===== config.mk =====
export PLATFORM = sky130hd
export DESIGN_NAME = apbx_interconnect
export DESIGN_NICKNAME = d
export VERILOG_FILES = /design/src/rtl/apbx_pkg.sv /design/src/rtl/apbx_addr_decode.sv /design/src/rtl/apbx_sel_hold.sv /design/src/rtl/apbx_resp_mux.sv /design/src/rtl/apbx_interconnect.sv
export SDC_FILE = /design/constraint.sdc
export NUM_CORES = 1
export LEC_CHECK = 0
export ABC_AREA = 1
export CORE_AREA = 2 2 180 182
export CTS_CLUSTER_DIAMETER = 30
export DETAILED_ROUTE_END_ITERATION = 8
export DIE_AREA = 0 0 182 184
export GPL_TIMING_DRIVEN = 0
export PLACE_DENSITY = 0.39
export SLEW_MARGIN = 40
export SYNTH_ARGS = -nofsm -noshare
export SYNTH_HDL_FRONTEND = slang
export SYNTH_SLANG_ARGS = --single-unit

===== constraint.sdc =====
create_clock -name pclk -period 1.6 [get_ports pclk]
set_input_delay 0.16 -clock pclk [delete_from_list [all_inputs] [get_ports pclk]]
set_output_delay 0.16 -clock pclk [all_outputs]
set_load 0.01 [all_outputs]

===== src/rtl/apbx_pkg.sv =====
package apbx_pkg;
  typedef enum logic [1:0] {
    POL_ERR = 2'd0,
    POL_RO  = 2'd1,
    POL_WO  = 2'd2,
    POL_RW  = 2'd3
  } apbx_pol_e;

  localparam int unsigned PROT_W = 3;
endpackage


===== src/rtl/apbx_addr_decode.sv =====
module apbx_addr_decode
  import apbx_pkg::*;
#(
  parameter int unsigned N_SLOTS = 4,
  parameter int unsigned ADDR_W  = 16,
  parameter logic [N_SLOTS*ADDR_W-1:0] SLOT_BASE  = '0,
  parameter logic [N_SLOTS*ADDR_W-1:0] SLOT_BOUND = '0,
  parameter logic [N_SLOTS*2-1:0]      SLOT_POLICY = '0
) (
  input  logic [ADDR_W-1:0]  paddr,
  input  logic               pwrite,
  output logic [N_SLOTS-1:0] tgt,
  output logic               blk
);
  logic [N_SLOTS-1:0] hit;
  logic [N_SLOTS-1:0] is_err;

  for (genvar g = 0; g < N_SLOTS; g++) begin : g_slot
    localparam logic [1:0]        POL = SLOT_POLICY[2*g +: 2];
    localparam logic [ADDR_W-1:0] LO  = SLOT_BASE[ADDR_W*g +: ADDR_W];
    localparam logic [ADDR_W-1:0] HI  = SLOT_BOUND[ADDR_W*g +: ADDR_W];
    if (POL == POL_ERR) begin : g_err
      assign is_err[g] = 1'b1;
      assign hit[g]    = 1'b0;
    end else begin : g_rng
      assign is_err[g] = 1'b0;
      assign hit[g]    = (paddr >= LO) && (paddr <= HI);
    end
  end

  logic       found;
  logic [1:0] tgt_pol;

  always_comb begin
    tgt   = '0;
    found = 1'b0;
    for (int i = 0; i < N_SLOTS; i++) begin
      if (hit[i] && !found) begin
        tgt[i] = 1'b1;
        found  = 1'b1;
      end
    end
    for (int i = 0; i < N_SLOTS; i++) begin
      if (is_err[i] && !found) begin
        tgt[i] = 1'b1;
        found  = 1'b1;
      end
    end
  end

  always_comb begin
    tgt_pol = 2'd0;
    for (int i = 0; i < N_SLOTS; i++) begin
      if (tgt[i]) tgt_pol = tgt_pol | SLOT_POLICY[2*i +: 2];
    end
    blk = (tgt_pol == POL_ERR)
       || ((tgt_pol == POL_RO) &&  pwrite)
       || ((tgt_pol == POL_WO) && !pwrite);
  end
endmodule


===== src/rtl/apbx_sel_hold.sv =====
module apbx_sel_hold #(
  parameter int unsigned N_SLOTS = 4
) (
  input  logic               clk,
  input  logic               rst_n,
  input  logic               capture,
  input  logic               use_held,
  input  logic [N_SLOTS-1:0] tgt_in,
  input  logic               blk_in,
  output logic [N_SLOTS-1:0] tgt_out,
  output logic               blk_out
);
  logic [1:0]         rs_q;
  logic               rst_int_n;
  logic [N_SLOTS-1:0] tgt_d, tgt_q;
  logic               blk_d, blk_q;

  always_ff @(posedge clk or negedge rst_n) begin
    if (!rst_n) rs_q <= 2'b00;
    else        rs_q <= {rs_q[0], 1'b1};
  end
  assign rst_int_n = rs_q[1];

  always_comb begin
    tgt_d = tgt_q;
    blk_d = blk_q;
    if (capture) begin
      tgt_d = tgt_in;
      blk_d = blk_in;
    end
  end

  always_ff @(posedge clk or negedge rst_int_n) begin
    if (!rst_int_n) begin
      tgt_q <= '0;
      blk_q <= 1'b1;
    end else begin
      tgt_q <= tgt_d;
      blk_q <= blk_d;
    end
  end

  assign tgt_out = use_held ? tgt_q : tgt_in;
  assign blk_out = use_held ? blk_q : blk_in;
endmodule


===== src/rtl/apbx_resp_mux.sv =====
module apbx_resp_mux #(
  parameter int unsigned N_SLOTS = 4,
  parameter int unsigned DATA_W  = 32
) (
  input  logic [N_SLOTS-1:0]        fwd,
  input  logic                      internal,
  input  logic                      penable,
  input  logic [N_SLOTS-1:0]        cp_pready,
  input  logic [N_SLOTS*DATA_W-1:0] cp_prdata,
  input  logic [N_SLOTS-1:0]        cp_pslverr,
  output logic                      pready,
  output logic [DATA_W-1:0]         prdata,
  output logic                      pslverr
);
  always_comb begin
    pready  = 1'b0;
    pslverr = 1'b0;
    prdata  = '0;
    for (int i = 0; i < N_SLOTS; i++) begin
      if (fwd[i]) begin
        pready  = pready  | cp_pready[i];
        pslverr = pslverr | cp_pslverr[i];
        prdata  = prdata  | cp_prdata[i*DATA_W +: DATA_W];
      end
    end
    if (internal) begin
      pready  = penable;
      pslverr = penable;
      prdata  = '0;
    end
  end
endmodule


===== src/rtl/apbx_interconnect.sv =====
module apbx_interconnect
  import apbx_pkg::*;
#(
  parameter int unsigned N_SLOTS = 4,
  parameter int unsigned ADDR_W  = 16,
  parameter int unsigned DATA_W  = 32,
  parameter logic [N_SLOTS*ADDR_W-1:0] SLOT_BASE  = {16'h0000, 16'h2000, 16'h1000, 16'h0000},
  parameter logic [N_SLOTS*ADDR_W-1:0] SLOT_BOUND = {16'h0000, 16'h2FFF, 16'h1FFF, 16'h0FFF},
  parameter logic [N_SLOTS*2-1:0]      SLOT_POLICY = {POL_ERR, POL_WO, POL_RO, POL_RW},
  localparam int unsigned STRB_W = DATA_W / 8
) (
  input  logic                        pclk,
  input  logic                        presetn,
  input  logic                        rq_psel,
  input  logic                        rq_penable,
  input  logic                        rq_pwrite,
  input  logic [ADDR_W-1:0]           rq_paddr,
  input  logic [PROT_W-1:0]           rq_pprot,
  input  logic [DATA_W-1:0]           rq_pwdata,
  input  logic [STRB_W-1:0]           rq_pstrb,
  output logic                        rq_pready,
  output logic [DATA_W-1:0]           rq_prdata,
  output logic                        rq_pslverr,
  output logic [N_SLOTS-1:0]          cp_psel,
  output logic [N_SLOTS-1:0]          cp_penable,
  output logic [N_SLOTS-1:0]          cp_pwrite,
  output logic [N_SLOTS*ADDR_W-1:0]   cp_paddr,
  output logic [N_SLOTS*PROT_W-1:0]   cp_pprot,
  output logic [N_SLOTS*DATA_W-1:0]   cp_pwdata,
  output logic [N_SLOTS*STRB_W-1:0]   cp_pstrb,
  input  logic [N_SLOTS-1:0]          cp_pready,
  input  logic [N_SLOTS*DATA_W-1:0]   cp_prdata,
  input  logic [N_SLOTS-1:0]          cp_pslverr
);
  logic               setup_ph, access_ph;
  logic [N_SLOTS-1:0] dec_tgt, act_tgt, fwd;
  logic               dec_blk, act_blk, internal;

  assign setup_ph  = rq_psel && !rq_penable;
  assign access_ph = rq_psel &&  rq_penable;

  apbx_addr_decode #(
    .N_SLOTS    (N_SLOTS),
    .ADDR_W     (ADDR_W),
    .SLOT_BASE  (SLOT_BASE),
    .SLOT_BOUND (SLOT_BOUND),
    .SLOT_POLICY(SLOT_POLICY)
  ) u_dec (
    .paddr (rq_paddr),
    .pwrite(rq_pwrite),
    .tgt   (dec_tgt),
    .blk   (dec_blk)
  );

  apbx_sel_hold #(.N_SLOTS(N_SLOTS)) u_hold (
    .clk     (pclk),
    .rst_n   (presetn),
    .capture (setup_ph),
    .use_held(access_ph),
    .tgt_in  (dec_tgt),
    .blk_in  (dec_blk),
    .tgt_out (act_tgt),
    .blk_out (act_blk)
  );

  assign fwd      = (rq_psel && !act_blk) ? act_tgt : '0;
  assign internal = rq_psel && act_blk;
  assign cp_psel  = fwd;

  for (genvar g = 0; g < N_SLOTS; g++) begin : g_bcast
    assign cp_penable[g]                   = rq_penable;
    assign cp_pwrite[g]                    = rq_pwrite;
    assign cp_paddr[g*ADDR_W +: ADDR_W]    = rq_paddr;
    assign cp_pprot[g*PROT_W +: PROT_W]    = rq_pprot;
    assign cp_pwdata[g*DATA_W +: DATA_W]   = rq_pwdata;
    assign cp_pstrb[g*STRB_W +: STRB_W]    = rq_pstrb;
  end

  apbx_resp_mux #(.N_SLOTS(N_SLOTS), .DATA_W(DATA_W)) u_rsp (
    .fwd       (fwd),
    .internal  (internal),
    .penable   (rq_penable),
    .cp_pready (cp_pready),
    .cp_prdata (cp_prdata),
    .cp_pslverr(cp_pslverr),
    .pready    (rq_pready),
    .prdata    (rq_prdata),
    .pslverr   (rq_pslverr)
  );
endmodule


==> impl_summary.md <==
Run status
The flow ran to the end, but the final reports show violations. The checks that failed: setup timing.

Synthesis
The total of flip-flops plus latches after synthesis is 7. The commonest cells after synthesis are buf_4, nand2_1, inv_1. Yosys mapped a number of flops with a built-in enable equal to 0.

The average cell area after synthesis is between 5 and 6 sq um. When the netlist entered floorplanning its net count stood at approximately 810. The flip-flop cell with the highest count after synthesis is dfrtp_1.

The share of synthesized registers carrying an async set or reset is 1.00. After synthesis the cells add up to about 0.0036 sq mm. The most common cell in the synthesized netlist is buf_4.

The share of the synthesized area in the top cell type is 0.495. The sequential share of the synthesized area is 0.0497. The number of instances in the synthesized netlist is a little over 600.

The cell type contributing the most total cell area after synthesis is buf_4. The count of different cell masters after synthesis is 23. Yosys printed 0 warnings. By area the synthesized netlist is led by buf_4, nand2_1, inv_1, nand3_1, dfrtp_1.

Floorplanning
The die covers approximately 0.033 sq mm. The die width is between 150 and 200 microns. The number of top-level design ports is 462. In this run the vertical extent of the chip is 184 microns. The area of the core is about 0.031 sq mm. After floorplanning, the core was divided into between 60 and 70 placement rows. The initial utilization of the core area, before any placement, comes to 0.113.

Placement
The pre-CTS worst setup slack is -1.35 ns. Detailed placement ended at an HPWL of 16.8 mm. The number of cells in the design after placement is between 1k and 1.5k. Port buffering added a little over 400 buffers.

The congestion estimate from routability-driven global placement came to 0.752.

STA
The clock period minus worst slack is 1.93 ns. Setup violations remaining at the end of the flow were counted as 38. The final setup skew is 0.00183 ns. The smallest setup slack after layout is -0.327 ns. The final total negative setup slack is -10.27 ns. Setup repair after global routing could not meet its margin everywhere. The total count of max-transition violations in the final report is 0. The final-report hold violation count is 0. In the finished design, the share of the clock period the worst path needs comes to 1.20.

Based on the critical path, the design can be clocked at up to between 500 and 600 MHz.

GRT
The initial antenna violation count is 0. The first global-routing pass estimated 28.3 mm of wire. The leftover overflow at the end of global routing is 0. The number of global-route vias before repair is about 4.6k. In the global route stage, overall resource usage came out at 0.110. Entering global routing, the biggest net connects 11 pins.

Setup path
The kind of start point of the critical path is a flop. The most numerous cell on the critical path is buf_8. For the worst setup path, the data arrival time is about 1.8 ns.

STA classifies the critical path endpoint as a primary output. The largest fanout on the critical path is 5. The path type of the worst setup path is flop to primary output. The required time of the critical path is ~1.4 ns. The longest individual stage delay on the worst path is between 0.3 and 0.4 ns. On the critical path, the stage with the largest delay is an instance of dfstp_2. The signal on the critical path passes through or2_1, nand2_2, buf_8, buf_8, buf_12, nand3_2, o21ai_2, inv_1, nand2_1, buf_6.

Detailed routing
In the routed layout, each cell is associated on average with a via count of approximately 3.3. The pre-antenna-repair detailed-routing pass consisted of 4 iterations. The final route contains 4721 vias.

In this run the remaining antenna-violating nets after routing total 0. The final routed wire length divided by cell count is around 14 microns. The first routing iteration left 94 violations. The remaining design rule violation count is 0.

For this block, the routed nets add up to ~20 mm of wire.

Finish
The final design utilization is 0.286. From synthesis to final layout, the design area changed by 153%. For this run, the post-layout net count is ~1.2k. The count of inserted antenna diode cells is 0. Of the cells placed in the final design, the portion with a size suffix greater than 1 is 0.377.

The number of standard cells in the final layout excluding fillers is 1449.

CTS
The tree is rooted in a clkbuf_16. The number of hold-repair buffers added at the cts stage is 0. TritonCTS built the clock tree. Counting every sink on the clock net gives 7. The clock latency at the later pin of the worst-skew pair is about 0.23 ns.

The maximum buffer depth of the clock tree is 2. After clock tree synthesis, the clock-pin slew on the worst setup and hold paths is 0.04 ns. The total clock buffers created by CTS is 3. The number of levels the H-tree was split into is 1.

Pwr
In this run the power density over the cells is between 300 and 400 mW/mm^2. The leakage component of the power is 4.24 nW. Across the VDD grid, the largest voltage drop is roughly 0.51 mV. The total power is approximately 0.0029 W.

Job
Across the run, the number of max-cap violations was 0.

Min path
The type of the worst min-delay path is flop to async pin.
-- power by group --
group | internal (W) | leakage, nW | switching [W]
Combinational | 0.00148 | 4.11 | 0.000796
Sequential | 0.000193 | 0.0867 | 0.00000735
Clock | 0.000331 | 0.0382 | 0.0000848
Total | 0.00200 | 4.24 | 0.000888
-- cells in the final DEF (no fill, tap or decap), types with 6 or more instances in the layout --
master,n
buf_16,6
dfrtp_1,6
o21ai_1,19
o21ai_2,10
nand3_2,28
buf_12,7
nand2_2,16
nand3_1,41
inv_1,95
buf_4,239
buf_6,27
nand2_1,112
clkdlybuf4s50_1,365
inv_2,8
buf_2,20
buf_8,10
-- per-layer routing --
layer  wire (microns)  GRT usage  vias up
met4               34    0.00258        0
met5                0          0        -
met2            11000      0.225      231
li1                 -          -     2480
met3             1680     0.0263        2
met1             7300      0.120     2008
-- area by class of cell --
| cell class | count | area (sq um) |
|---|---|---|
| buffer | 247 | 1990 |
| clock buffer | 4 | 78.8 |
| fill | 3453 | 22400 |
| inverter | 104 | 393 |
| multi-input combinational | 252 | 1450 |
| sequential | 7 | 176 |
| tap | 402 | 503 |
| timing repair buffer | 433 | 4400 |
-- kinds of logic after synthesis --
kind of cell / Yosys count / share of synthesized area
compound gates: 37 / 0.0571
simple gates: 214 / 0.261
other cells: 1 / 0.00106
flops: 7 / 0.0497
buf+inv: 352 / 0.631
-- path summary, 6_finish.rpt --
| check | slack (ns) | start | depth (start not counted) | end |
|---|---|---|---|---|
| max | -0.33 | u_hold.blk_q | 10 | rq_prdata[22] |
| min | 0.08 | u_hold.rs_q[1] | 0 | u_hold.tgt_q[0] |
| max reg2reg | 0.83 | u_hold.blk_q | 2 | u_hold.blk_q |
| min reg2reg | 0.08 | u_hold.rs_q[1] | 0 | u_hold.tgt_q[0] |
| max in group asynchronous | 1.27 | u_hold.rs_q[1] | 0 | u_hold.blk_q |
| min in group pclk | 0.36 | u_hold.rs_q[0] | 0 | u_hold.rs_q[1] |
-- repair_timing --
item | 4_1_cts | 5_1_grt
pin swaps | 27 | 20
buffers inserted | 13 | 2
hold endpoints to repair | 0 | 0
endpoints found under the setup margin | 49 | 38
gates resized for setup | 277 | 58
gates cloned | 7 | 1
-- flip-flops by register name, indices dropped and copies added (netlist names) --
name / cells
u_hold.blk_q: 1
u_hold.rs_q: 2
u_hold.tgt_q: 4
-- stage by stage --
| stage | area, sq um | hold slack [ns] |
|---|---|---|
| final | 8990 | 0.0772 |
| after global routing | 8990 | 0.0964 |
| after CTS | 8750 | 0.0908 |
| after detailed placement | 8160 | 0.0791 |
| after global placement | 8160 | 0.0915 |
| after floorplan | 3550 | -0.136 |
-- critical path: cells and delay by family, from the launching register on --
kind	cells	cell delay (ns)
AOI/OAI and AO/OA	1	0.08
buffers and inverters	5	0.61
DFF	1	0.35
and+or+nand+nor	4	0.49
(Power assumes the default switching activity.)
